[src/rtl/adpcm_pkg.sv]
package adpcm_pkg;

    typedef enum logic [1:0] {
        ST_OFF,
        ST_WAIT_BYTE,
        ST_STALL,
        ST_HIGH
    } play_state_e;

    // Signed change applied to the step index for a code magnitude.
    function automatic logic signed [4:0] idx_adjust(input logic [2:0] mag);
        logic signed [4:0] adj;
        unique case (mag)
            3'd4:    adj = 5'sd2;
            3'd5:    adj = 5'sd4;
            3'd6:    adj = 5'sd6;
            3'd7:    adj = 5'sd8;
            default: adj = -5'sd1;
        endcase
        return adj;
    endfunction

endpackage

[src/rtl/adpcm_step_rom.sv]
module adpcm_step_rom #(
    parameter int SAMPLE_W  = 16,
    parameter int NUM_STEPS = 89,
    parameter int IDX_W     = 7,
    parameter int STEP_SEED = 7
) (
    input  logic [IDX_W-1:0]    idx,
    output logic [SAMPLE_W-1:0] step
);
    localparam int STEP_LIMIT = (1 << (SAMPLE_W - 1)) - 1;

    // Step size at position n, built from the seed by the growth rule.
    function automatic logic [SAMPLE_W-1:0] step_at(input int n);
        int s;
        s = STEP_SEED;
        for (int i = 0; i < n; i++) begin
            s = s + (s >>> 3) + 1;
            if (s > STEP_LIMIT) s = STEP_LIMIT;
        end
        return SAMPLE_W'(s);
    endfunction

    logic [SAMPLE_W-1:0] table_w [NUM_STEPS];

    generate
        for (genvar g = 0; g < NUM_STEPS; g++) begin : g_entry
            assign table_w[g] = step_at(g);
        end
    endgenerate

    assign step = (int'(idx) < NUM_STEPS) ? table_w[idx] : table_w[NUM_STEPS-1];

endmodule

[src/rtl/adpcm_nibble_expand.sv]
module adpcm_nibble_expand
    import adpcm_pkg::*;
#(
    parameter int SAMPLE_W  = 16,
    parameter int NUM_STEPS = 89,
    parameter int IDX_W     = 7
) (
    input  logic [3:0]                 code,
    input  logic signed [SAMPLE_W-1:0] base,
    input  logic [SAMPLE_W-1:0]        step,
    input  logic [IDX_W-1:0]           idx,
    output logic signed [SAMPLE_W-1:0] sample_next,
    output logic [IDX_W-1:0]           idx_next
);
    localparam int SUM_W   = SAMPLE_W + 2;
    localparam int POS_LIM = (1 << (SAMPLE_W - 1)) - 1;
    localparam int NEG_LIM = -(1 << (SAMPLE_W - 1));

    logic [SAMPLE_W:0]        mag;
    logic signed [SUM_W-1:0]  sum;
    int                       idx_tmp;

    // Shift-and-add magnitude from the three low code bits.
    always_comb begin
        mag = {1'b0, step >> 3};
        if (code[2]) mag = mag + {1'b0, step};
        if (code[1]) mag = mag + {1'b0, step >> 1};
        if (code[0]) mag = mag + {1'b0, step >> 2};
    end

    // Signed update of the predictor with saturation.
    always_comb begin
        if (code[3]) sum = SUM_W'(base) - $signed({1'b0, mag});
        else         sum = SUM_W'(base) + $signed({1'b0, mag});
        if (sum > SUM_W'(POS_LIM))      sample_next = SAMPLE_W'(POS_LIM);
        else if (sum < SUM_W'(NEG_LIM)) sample_next = SAMPLE_W'(NEG_LIM);
        else                            sample_next = sum[SAMPLE_W-1:0];
    end

    // Step index adaptation with clamping to the table range.
    always_comb begin
        idx_tmp = int'(idx) + int'(idx_adjust(code[2:0]));
        if (idx_tmp < 0)                  idx_tmp = 0;
        else if (idx_tmp > NUM_STEPS - 1) idx_tmp = NUM_STEPS - 1;
        idx_next = IDX_W'(idx_tmp);
    end

endmodule

[src/rtl/adpcm_play_ctrl.sv]
module adpcm_play_ctrl
    import adpcm_pkg::*;
#(
    parameter int CODE_W = 4
) (
    input  logic                  clk,
    input  logic                  rst_n,
    input  logic                  play_en,
    input  logic                  sample_tick,
    input  logic                  fifo_empty,
    input  logic [2*CODE_W-1:0]   fifo_byte,
    output logic                  fifo_pop,
    output logic                  code_go,
    output logic [CODE_W-1:0]     code_val,
    output logic                  starve
);
    play_state_e        state_q, state_d;
    logic [CODE_W-1:0]  high_q, high_d;
    logic               need_byte;

    assign need_byte = (state_q != ST_HIGH);

    // State register.
    always_ff @(posedge clk or negedge rst_n) begin
        if (!rst_n) begin
            state_q <= ST_OFF;
            high_q  <= '0;
        end else begin
            state_q <= state_d;
            high_q  <= high_d;
        end
    end

    // Next state and pending-nibble capture.
    always_comb begin
        state_d = state_q;
        high_d  = high_q;
        if (!play_en) begin
            state_d = ST_OFF;
            high_d  = '0;
        end else begin
            unique case (state_q)
                ST_OFF, ST_WAIT_BYTE, ST_STALL: begin
                    if (sample_tick) begin
                        if (!fifo_empty) begin
                            state_d = ST_HIGH;
                            high_d  = fifo_byte[2*CODE_W-1:CODE_W];
                        end else begin
                            state_d = ST_STALL;
                        end
                    end else if (state_q == ST_OFF) begin
                        state_d = ST_WAIT_BYTE;
                    end
                end
                ST_HIGH: begin
                    if (sample_tick) state_d = ST_WAIT_BYTE;
                end
                default: state_d = ST_OFF;
            endcase
        end
    end

    // Outputs toward the FIFO and the predictor.
    always_comb begin
        fifo_pop = 1'b0;
        code_go  = 1'b0;
        starve   = 1'b0;
        code_val = high_q;
        if (play_en && sample_tick) begin
            if (need_byte) begin
                if (!fifo_empty) begin
                    fifo_pop = 1'b1;
                    code_go  = 1'b1;
                    code_val = fifo_byte[CODE_W-1:0];
                end else begin
                    starve = 1'b1;
                end
            end else begin
                code_go = 1'b1;
            end
        end
    end

endmodule

[src/rtl/adpcm_predictor.sv]
module adpcm_predictor #(
    parameter int SAMPLE_W  = 16,
    parameter int NUM_STEPS = 89,
    parameter int IDX_W     = 7,
    parameter int STEP_SEED = 7
) (
    input  logic                       clk,
    input  logic                       rst_n,
    input  logic                       play_en,
    input  logic                       acc_clear,
    input  logic                       code_go,
    input  logic [3:0]                 code_val,
    input  logic                       starve,
    output logic signed [SAMPLE_W-1:0] pcm_out,
    output logic                       pcm_valid,
    output logic                       underrun,
    output logic [IDX_W-1:0]           step_idx
);
    logic signed [SAMPLE_W-1:0] acc_q;
    logic signed [SAMPLE_W-1:0] base;
    logic signed [SAMPLE_W-1:0] sample_next;
    logic [SAMPLE_W-1:0]        step;
    logic [IDX_W-1:0]           idx_next;

    assign base = acc_clear ? '0 : acc_q;

    adpcm_step_rom #(
        .SAMPLE_W (SAMPLE_W),
        .NUM_STEPS(NUM_STEPS),
        .IDX_W    (IDX_W),
        .STEP_SEED(STEP_SEED)
    ) u_rom (
        .idx (step_idx),
        .step(step)
    );

    adpcm_nibble_expand #(
        .SAMPLE_W (SAMPLE_W),
        .NUM_STEPS(NUM_STEPS),
        .IDX_W    (IDX_W)
    ) u_expand (
        .code       (code_val),
        .base       (base),
        .step       (step),
        .idx        (step_idx),
        .sample_next(sample_next),
        .idx_next   (idx_next)
    );

    always_ff @(posedge clk or negedge rst_n) begin
        if (!rst_n) begin
            acc_q     <= '0;
            step_idx  <= '0;
            pcm_out   <= '0;
            pcm_valid <= 1'b0;
            underrun  <= 1'b0;
        end else if (!play_en) begin
            acc_q     <= '0;
            step_idx  <= '0;
            pcm_out   <= '0;
            pcm_valid <= 1'b0;
            underrun  <= 1'b0;
        end else begin
            pcm_valid <= code_go | starve;
            underrun  <= starve;
            if (code_go) begin
                acc_q    <= sample_next;
                step_idx <= idx_next;
                pcm_out  <= sample_next;
            end else if (acc_clear) begin
                acc_q <= '0;
            end
        end
    end

endmodule

[src/rtl/adpcm_play_decoder.sv]
module adpcm_play_decoder #(
    parameter int SAMPLE_W  = 16,
    parameter int NUM_STEPS = 89,
    parameter int STEP_SEED = 7
) (
    input  logic                       clk,
    input  logic                       rst_n,
    input  logic                       play_en,
    input  logic                       acc_clear,
    input  logic                       sample_tick,
    input  logic                       fifo_empty,
    input  logic [7:0]                 fifo_byte,
    output logic                       fifo_pop,
    output logic signed [SAMPLE_W-1:0] pcm_out,
    output logic                       pcm_valid,
    output logic                       underrun
);
    localparam int CODE_W = 4;
    localparam int IDX_W  = $clog2(NUM_STEPS);

    logic              code_go;
    logic [CODE_W-1:0] code_val;
    logic              starve;
    logic [IDX_W-1:0]  step_idx;

    adpcm_play_ctrl #(
        .CODE_W(CODE_W)
    ) u_ctrl (
        .clk        (clk),
        .rst_n      (rst_n),
        .play_en    (play_en),
        .sample_tick(sample_tick),
        .fifo_empty (fifo_empty),
        .fifo_byte  (fifo_byte),
        .fifo_pop   (fifo_pop),
        .code_go    (code_go),
        .code_val   (code_val),
        .starve     (starve)
    );

    adpcm_predictor #(
        .SAMPLE_W (SAMPLE_W),
        .NUM_STEPS(NUM_STEPS),
        .IDX_W    (IDX_W),
        .STEP_SEED(STEP_SEED)
    ) u_pred (
        .clk      (clk),
        .rst_n    (rst_n),
        .play_en  (play_en),
        .acc_clear(acc_clear),
        .code_go  (code_go),
        .code_val (code_val),
        .starve   (starve),
        .pcm_out  (pcm_out),
        .pcm_valid(pcm_valid),
        .underrun (underrun),
        .step_idx (step_idx)
    );

endmodule

[config.mk]
export PLATFORM = sky130hd
export DESIGN_NAME = adpcm_play_decoder
export DESIGN_NICKNAME = d
export VERILOG_FILES = /design/src/rtl/adpcm_pkg.sv /design/src/rtl/adpcm_step_rom.sv /design/src/rtl/adpcm_nibble_expand.sv /design/src/rtl/adpcm_play_ctrl.sv /design/src/rtl/adpcm_predictor.sv /design/src/rtl/adpcm_play_decoder.sv
export SDC_FILE = /design/constraint.sdc
export NUM_CORES = 1
export LEC_CHECK = 0
export BUFFER_PORTS_ARGS = -buffer_cell sky130_fd_sc_hd__buf_4
export CAP_MARGIN = 10
export CORE_MARGIN = 5
export CORE_UTILIZATION = 60
export CTS_CLUSTER_DIAMETER = 150
export DETAILED_ROUTE_END_ITERATION = 10
export PLACE_DENSITY = 0.9
export SYNTH_ARGS = -nofsm -noshare
export SYNTH_HDL_FRONTEND = slang
export SYNTH_SLANG_ARGS = --single-unit
export TNS_END_PERCENT = 100
[constraint.sdc]
create_clock -name clk -period 13.7 [get_ports clk]
set_clock_uncertainty 0.2 [all_clocks]
set_input_delay 2.74 -clock clk [delete_from_list [all_inputs] [get_ports clk]]
set_output_delay 2.74 -clock clk [all_outputs]
set_load 0.05 [all_outputs]
Word-level counts from Yosys, hierarchy flattened
Memories as Yosys holds them, arrays and structs flattened.
Index checks and enable logic that the tools add are counted.
- register bits: 47
- memory bits (read-only): 2048
- input port bits: 14
- logic and storage cells: 83
- memories kept: 1
- add/sub/neg operators: 6
- $lt $le $gt $ge: 6
- equal/unequal tests: 14
- muxes and demuxes: 42
- bitwise gates (word level): 2
- reduce and logical (&&, ||, !) cells: 5
- memory list (name ; depth ; width ; read ports ; clocked after memory_dff ; write ports ; RTL line ; RTL):
    (no name shown) ; 128 ; 16 ; 1 ; 0 ; 0 ; adpcm_step_rom.sv:31 ; assign step = (int'(idx) < NUM_STEPS) ? table_w[idx] : table_w[NUM_STEPS-1];
- operators with widths (cell ; count):
    $mux 16 ; 10
    $mux 17 ; 3
    $mux 4 ; 7
    $mux 7 ; 4
    $pmux 5 s4 ; 1
    $add 16x18->18 ; 1
    $gt 18x16->1 const B ; 1
    $lt 18x16->1 const B ; 1
    $mux 18 ; 1
    $sub 16x18->18 ; 1
    $add 13x16->17 ; 1
    $add 17x14->17 ; 1
    $add 17x15->17 ; 1
    $eq 3x3->1 const B ; 4
    $mux 1 ; 11
    $add 8x5->9 ; 1
    $gt 9x8->1 const B ; 1
    $lt 9x1->1 const B ; 1
    $ge 8x8->1 const B ; 1
    $mux 2 ; 4
    $not 7->8 ; 1
    $lt 7x7->1 const B ; 1
    $ne 2x1->1 const B ; 3
    $eq 2x2->1 const B ; 2
    other kinds (11) ; 12

Longest topological paths before layout
- depth in word-level cells: 18
- mapped depth: 54
- gate-level depth less buffers: 49

Cells and area by module
A second synthesis with hierarchy kept.
- cell total of the unflattened synthesis: 1167
- area, all modules: 8740.9 um^2
- by module, submodules not included (module ; times used ; cells each ; area an instance (um^2)):
    adpcm_nibble_expand ; 1 ; 740 ; 5074.9
    adpcm_predictor ; 1 ; 165 ; 1874.3
    adpcm_step_rom ; 1 ; 225 ; 1423.9
    adpcm_play_ctrl ; 1 ; 37 ; 367.9

Worst setup path after synthesis
OpenSTA, ideal clock, no wires.
- path kind: input-to-reg
- start point: in fifo_empty
- end point: reg u_pred.acc_q[10]
- library setup time: 0.127 ns
- data arrival time: 11.659 ns
- path slack: 1.714 ns
- stages on the path: 38
- buffers on the path: 4
- cell sequence: and4bb_1 -> buf_2 -> mux2_1 -> inv_1 -> clkbuf_1 -> buf_1 -> mux2_2 -> ha_1 -> a21o_1 -> maj3_1 -> and3_1 -> a311o_1 -> and2_1 -> ha_1 -> a21oi_1 -> o21ai_0 -> nor3_1 -> a211oi_1 -> [... 2 more ...] -> and3_1 -> o21bai_1 -> nor4_4 -> and2_1 -> a21oi_1 -> xnor2_1 -> ha_1 -> a21o_1 -> a211oi_1 -> o22ai_1 -> o21ai_0 -> mux2i_1 -> a2111oi_0 -> o22ai_1 -> a31o_2 -> clkbuf_1 -> o21ai_0 -> a21oi_1
- longest elaborated chain between the ends: 15
- RTL lines (item ; RTL line ; RTL):
    start: declaration ; adpcm_play_decoder.sv:11 ; input logic fifo_empty,
    $mux 4 ; adpcm_play_ctrl.sv:71 ; if (!fifo_empty) begin
    $mux 4 ; adpcm_play_ctrl.sv:70 ; if (need_byte) begin
    $mux 4 ; adpcm_play_ctrl.sv:69 ; if (play_en && sample_tick) begin
    $mux 17 ; adpcm_nibble_expand.sv:26 ; if (code[2]) mag = mag + {1'b0, step};
    $add 17x15->17 ; adpcm_nibble_expand.sv:27 ; if (code[1]) mag = mag + {1'b0, step >> 1};
    $mux 17 ; adpcm_nibble_expand.sv:27 ;
    $add 17x14->17 ; adpcm_nibble_expand.sv:28 ; if (code[0]) mag = mag + {1'b0, step >> 2};
    $mux 17 ; adpcm_nibble_expand.sv:28 ;
    $add 16x18->18 or $sub 16x18->18 (tied branches) ; adpcm_nibble_expand.sv:34, adpcm_nibble_expand.sv:33 ;
    $mux 18 ; adpcm_nibble_expand.sv:33 ; if (code[3]) sum = SUM_W'(base) - $signed({1'b0, mag});
    $lt 18x16->1 ; adpcm_nibble_expand.sv:36 ; else if (sum < SUM_W'(NEG_LIM)) sample_next = SAMPLE_W'(NEG_LIM);
    $mux 16 ; adpcm_nibble_expand.sv:36 ;
    $mux 16 ; adpcm_nibble_expand.sv:35 ; if (sum > SUM_W'(POS_LIM)) sample_next = SAMPLE_W'(POS_LIM);
    $mux 16 (*) ; adpcm_predictor.sv:66 ; if (code_go) begin
    $mux 16 (*) ; adpcm_predictor.sv:57 ; end else if (!play_en) begin
    end signal: assignment ; adpcm_predictor.sv:67 ; acc_q <= sample_next;
    end: declaration ; adpcm_predictor.sv:19 ; logic signed [SAMPLE_W-1:0] acc_q;
Mark *: on every way between the ends. The rest lies on a longest branch, timed or not.
A chain may end at the register's enable or synchronous reset.

Final worst setup path
- start point: in play_en
- end point: reg u_pred.acc_q[11]
- longest elaborated chain between the ends: 14
- RTL lines (item ; RTL line ; RTL):
    start: declaration ; adpcm_play_decoder.sv:8 ; input logic play_en,
    $logic_and 1x1->1 ; adpcm_play_ctrl.sv:69 ;
    $mux 4 ; adpcm_play_ctrl.sv:69 ;
    $mux 17 ; adpcm_nibble_expand.sv:26 ;
    $add 17x15->17 ; adpcm_nibble_expand.sv:27 ;
    $mux 17 ; adpcm_nibble_expand.sv:27 ;
    $add 17x14->17 ; adpcm_nibble_expand.sv:28 ;
    $mux 17 ; adpcm_nibble_expand.sv:28 ;
    $add 16x18->18 or $sub 16x18->18 (tied branches) ; adpcm_nibble_expand.sv:34, adpcm_nibble_expand.sv:33 ;
    $mux 18 ; adpcm_nibble_expand.sv:33 ;
    $lt 18x16->1 ; adpcm_nibble_expand.sv:36 ;
    $mux 16 ; adpcm_nibble_expand.sv:36 ;
    $mux 16 ; adpcm_nibble_expand.sv:35 ;
    $mux 16 ; adpcm_predictor.sv:66 ;
    $mux 16 (*) ; adpcm_predictor.sv:57 ;
Marked as above.

==> impl_summary.txt <==
----------------------------------------------------
[Route]
  Vias after detailed routing ... a little under 9000
  First-pass detailed-route iteration total ... 6
  Count of nets left with antenna violations after detail routing ... 0
  Via density per instance ... 6.95
  Final routed DRC violation total ... 0
  Detailed-route wire length ... roughly 25 mm
  Routed length per instance ... roughly 19 um
  Number of DRC markers after the initial detailed-route iteration ... 1223

[STA]
  Final clock period utilization by the worst path ... 0.946
  Final-layout worst hold slack ... approximately 0.32 ns
  Number of pins exceeding their max-slew limit in the final report ... 0
  Worst-Margin Slew ... roughly 1.1 ns
  Accumulated negative setup slack ... 0 ns
  Maximum clock rate ... around 77 MHz
  Setup repair after global routing missed its margin ... false
  Slew HR ... 0.285
  Min Clock Period, post-route ... around 13 ns
  Setup violators final ... 0
  Final hold vios ... 0

[GRT]
  Initial antenna violation count ... 0
  Overall overflow remaining after global route ... 0
  Largest net degree at the start of global routing ... 63
  First-pass GRT wire length ... about 40 mm
  Via count of the first global-routing pass ... approximately 8100
  Overall Global Routing Usage ... 0.296

[Worst hold path]
  Hold Path Depth ... 2
  Hold endpoint ... u_pred.pcm_out[15]
  Critical hold path startpoint ... u_pred.pcm_out[15]
  Class of the most critical hold timing path ... reg2reg

[Power and ir drop]
  Pwr per Cell Area ... between 100 and 150 mW/mm^2
  Maximum resistive drop on vdd ... 166 uV
  Leakage ... around 4 nW

[Logic synthesis]
  Cells after synthesis ... approximately 1100
  Share of async-settable or async-resettable flops after synthesis ... 1.00
  Fraction of the mapped netlist area in simple logic gates ... 0.226
  Post-Synthesis Cell Area ... just over 0.008 mm^2
  Top flip-flop cell by instance count after synthesis ... sky130_fd_sc_hd__dfrtp_1
  Complex-gate fraction of the synthesized area ... 0.321
  Average cell area after synthesis ... around 7.5 um^2
  Post-synthesis net count ... roughly 1200
  Part of the Yosys area used for sequential elements ... 0.142
  Synthesized-area fraction occupied by adder cells ... 0.133
  Proportion of synthesized area in mux cells ... 0.0600
  Synthesis-stage register bit count ... 47
  Largest family of logic cells by synthesized area ... compound AO/OA/AOI/OAI gates
  Parity-gate share of the synthesized area counting xor and xnor cells ... 0.0624
  Syn. warnings ... 0
  Number of distinct library cells after synthesis ... 91
  Number of flops mapped to enable cells by yosys ... 0

[Finish]
  Fill cells ... approximately 1100
  Final cell count without fillers ... 1276
  Design Area, Final ... around 0.009 mm^2
  Commonest non-fill, non-tap cells in the layout ... sky130_fd_sc_hd__a21oi_1, sky130_fd_sc_hd__nand2_1, sky130_fd_sc_hd__nor2_1
  Most common cell after layout, fill and taps aside ... sky130_fd_sc_hd__a21oi_1
  Layout overhead on the synthesized area ... 5.72%
  Net total in the final layout ... ~1200
  Share of cells above drive strength 1 ... 0.103
  Antenna diode count ... 0

[Setup path]
  Critical Path Start Type ... input port
  Most prevalent standard cell on the critical path ... sky130_fd_sc_hd__o22ai_1
  Worst path arrival time ... 12.90 ns
  Maximum cell stage delay along the critical path ... between 0.7 and 0.8 ns
  Worst Path Class, Setup ... in2reg
  Required time reported for the critical path endpoint ... between 10 and 15 ns
  Crit Reg-Reg Endpoint ... u_pred.acc_q[11]
  Number of buffers and inverters on the critical path ... 4
  Worst Setup End Kind ... register
  Family with the most delay on the worst path ... compound AO/OA/AOI/OAI gates
  Max stage delay cell, worst path ... sky130_fd_sc_hd__a2111oi_2
  Maximum fanout along the worst path ... 40
  Logic depth of the worst register-to-register path ... 45
  Internal reg-to-reg setup slack ... about 0.84 ns
  RR Startpoint ... u_pred.step_idx[0]

[Placed design]
  Placed wire-length estimate ... 17.8 mm
  Placer congestion estimate ... between 1 and 1.5
  DP Cell Count ... 1268
  Number of buffers added on ports ... 32
  Cell area after placement ... between 0.008 and 0.009 mm^2

[CTS]
  Hold-fix buffers, CTS ... 0
  Clock edge transition at the registers on the reported setup and hold paths ... around 0.070 ns
  Number of clock buffers inserted by TritonCTS ... 5
  H-tree lvl count ... 2
  Root buffer cell ... sky130_fd_sc_hd__clkbuf_16
  Clock latency reported for the late side of the worst-skew pair ... around 0.31 ns
  Maximum root-to-sink buffer count ... 2
  Clock tree from TritonCTS ... done
  CTS sink cnt ... 47

[Floorplanning]
  Initial standard-cell utilization of the core ... 0.603
  Total die area ... about 0.016 mm^2
  Die extent in x ... 127 um
  Row cnt ... 43
  Area of the core ... approximately 0.014 mm^2
  Vertical die dimension ... ~130 um
  Top Ports ... 33

[Status]
  Result of the run ... completed

[Job]
  Max Cap Violations ... 0

----------------------------------------------------
## sequential cells by signal (all words and copies together) (netlist names)
signal,flops
u_pred.pcm_out,16
u_ctrl.state_q,2
u_pred.pcm_valid,1
u_pred.acc_q,16
u_pred.underrun,1
u_ctrl.high_q,4
u_pred.step_idx,7
## logic make-up after synthesis
kind of cell | Yosys count
buffers and inverters | 106
AND/OR/NAND/NOR | 360
flip-flops | 47
XOR/XNOR | 59
multiplexers | 43
adder cells (fa/ha/maj) | 86
AO/OA/AOI/OAI | 407
## through the flow
stage | util | setup slack [ns] | power (mW)
detailed placement | 0.622 | 0.208 | 0.773
finish | 0.638 | 0.746 | 0.964
floorplan | - | 1.71 | 0.634
CTS | 0.636 | 0.321 | 0.945
global placement | 0.622 | 0.556 | 0.757
global route | 0.638 | 0.0213 | 1.03
## worst max-delay path by stage
stage               slack [ns]          startpoint  cells past startpoint                  to
floorplan                 1.71          fifo_empty                     38    u_pred.acc_q[10]
global placement          0.56             play_en                     42    u_pred.acc_q[12]
detailed placement        0.21             play_en                     42  u_pred.pcm_out[12]
CTS                       0.32  u_pred.step_idx[1]                     43    u_pred.acc_q[11]
global route              0.02             play_en                     41  u_pred.pcm_out[11]
finish                    0.75             play_en                     41    u_pred.acc_q[11]
## cell usage after synthesis (all sizes together), types with 20 or more instances
library cell | instances | share of area
dfrtp | 47 | 0.14
clkbuf | 37 | 0.017
o31ai | 22 | 0.022
mux2i | 26 | 0.031
o22ai | 20 | 0.015
xnor2 | 34 | 0.036
inv | 43 | 0.020
nor2b | 37 | 0.028
ha | 78 | 0.12
nor3 | 25 | 0.016
nor2 | 83 | 0.038
o21ai | 81 | 0.049
buf | 24 | 0.018
a21oi | 120 | 0.073
a21o | 28 | 0.025
nand2 | 90 | 0.041
xor2 | 25 | 0.026
## area by class of cell
class | instances | area [um^2] | area share
multi-input combinational | 955 | 6670 | 0.762
sequential | 47 | 1180 | 0.135
tap | 180 | 225 | 0.0257
timing repair buffer | 41 | 308 | 0.0352
clock inverter | 3 | 71.3 | 0.00815
inverter | 45 | 171 | 0.0196
clock buffer | 5 | 125 | 0.0143
## power breakdown
group,internal [mW],total (mW),leakage (nW),switching [mW]
logic,0.233,0.627,3.19,0.394
clock network,0.106,0.164,0.0959,0.0582
registers,0.157,0.173,0.619,0.0166
total,0.495,0.964,3.90,0.469
## routing by layer
metal	GRT usage	vias up	wire (um)
li1	-	4110	-
met1	0.407	4109	10300
met2	0.469	573	10900
met3	0.0527	78	2760
met4	0.103	0	779
met5	0	-	0
## worst reg2reg max path: cells and delay by family, from the launching register on
kind / cells / cell delay, ns
buffers and inverters: 2 / 0.55
multiplexers: 3 / 0.60
adder cells (fa/ha/maj): 6 / 2.35
XOR/XNOR: 1 / 0.19
AO/OA/AOI/OAI: 22 / 5.00
flip-flops: 1 / 0.79
AND/OR/NAND/NOR: 11 / 3.04
## what timing repair did
action / 4_1_cts / 5_1_grt
endpoints found under the hold margin: 0 / 0
setup endpoints to repair: 0 / 31
gates resized for setup: 0 / 5
buffers inserted: 0 / 0
Note: power is estimated with default switching activity, not from simulation.
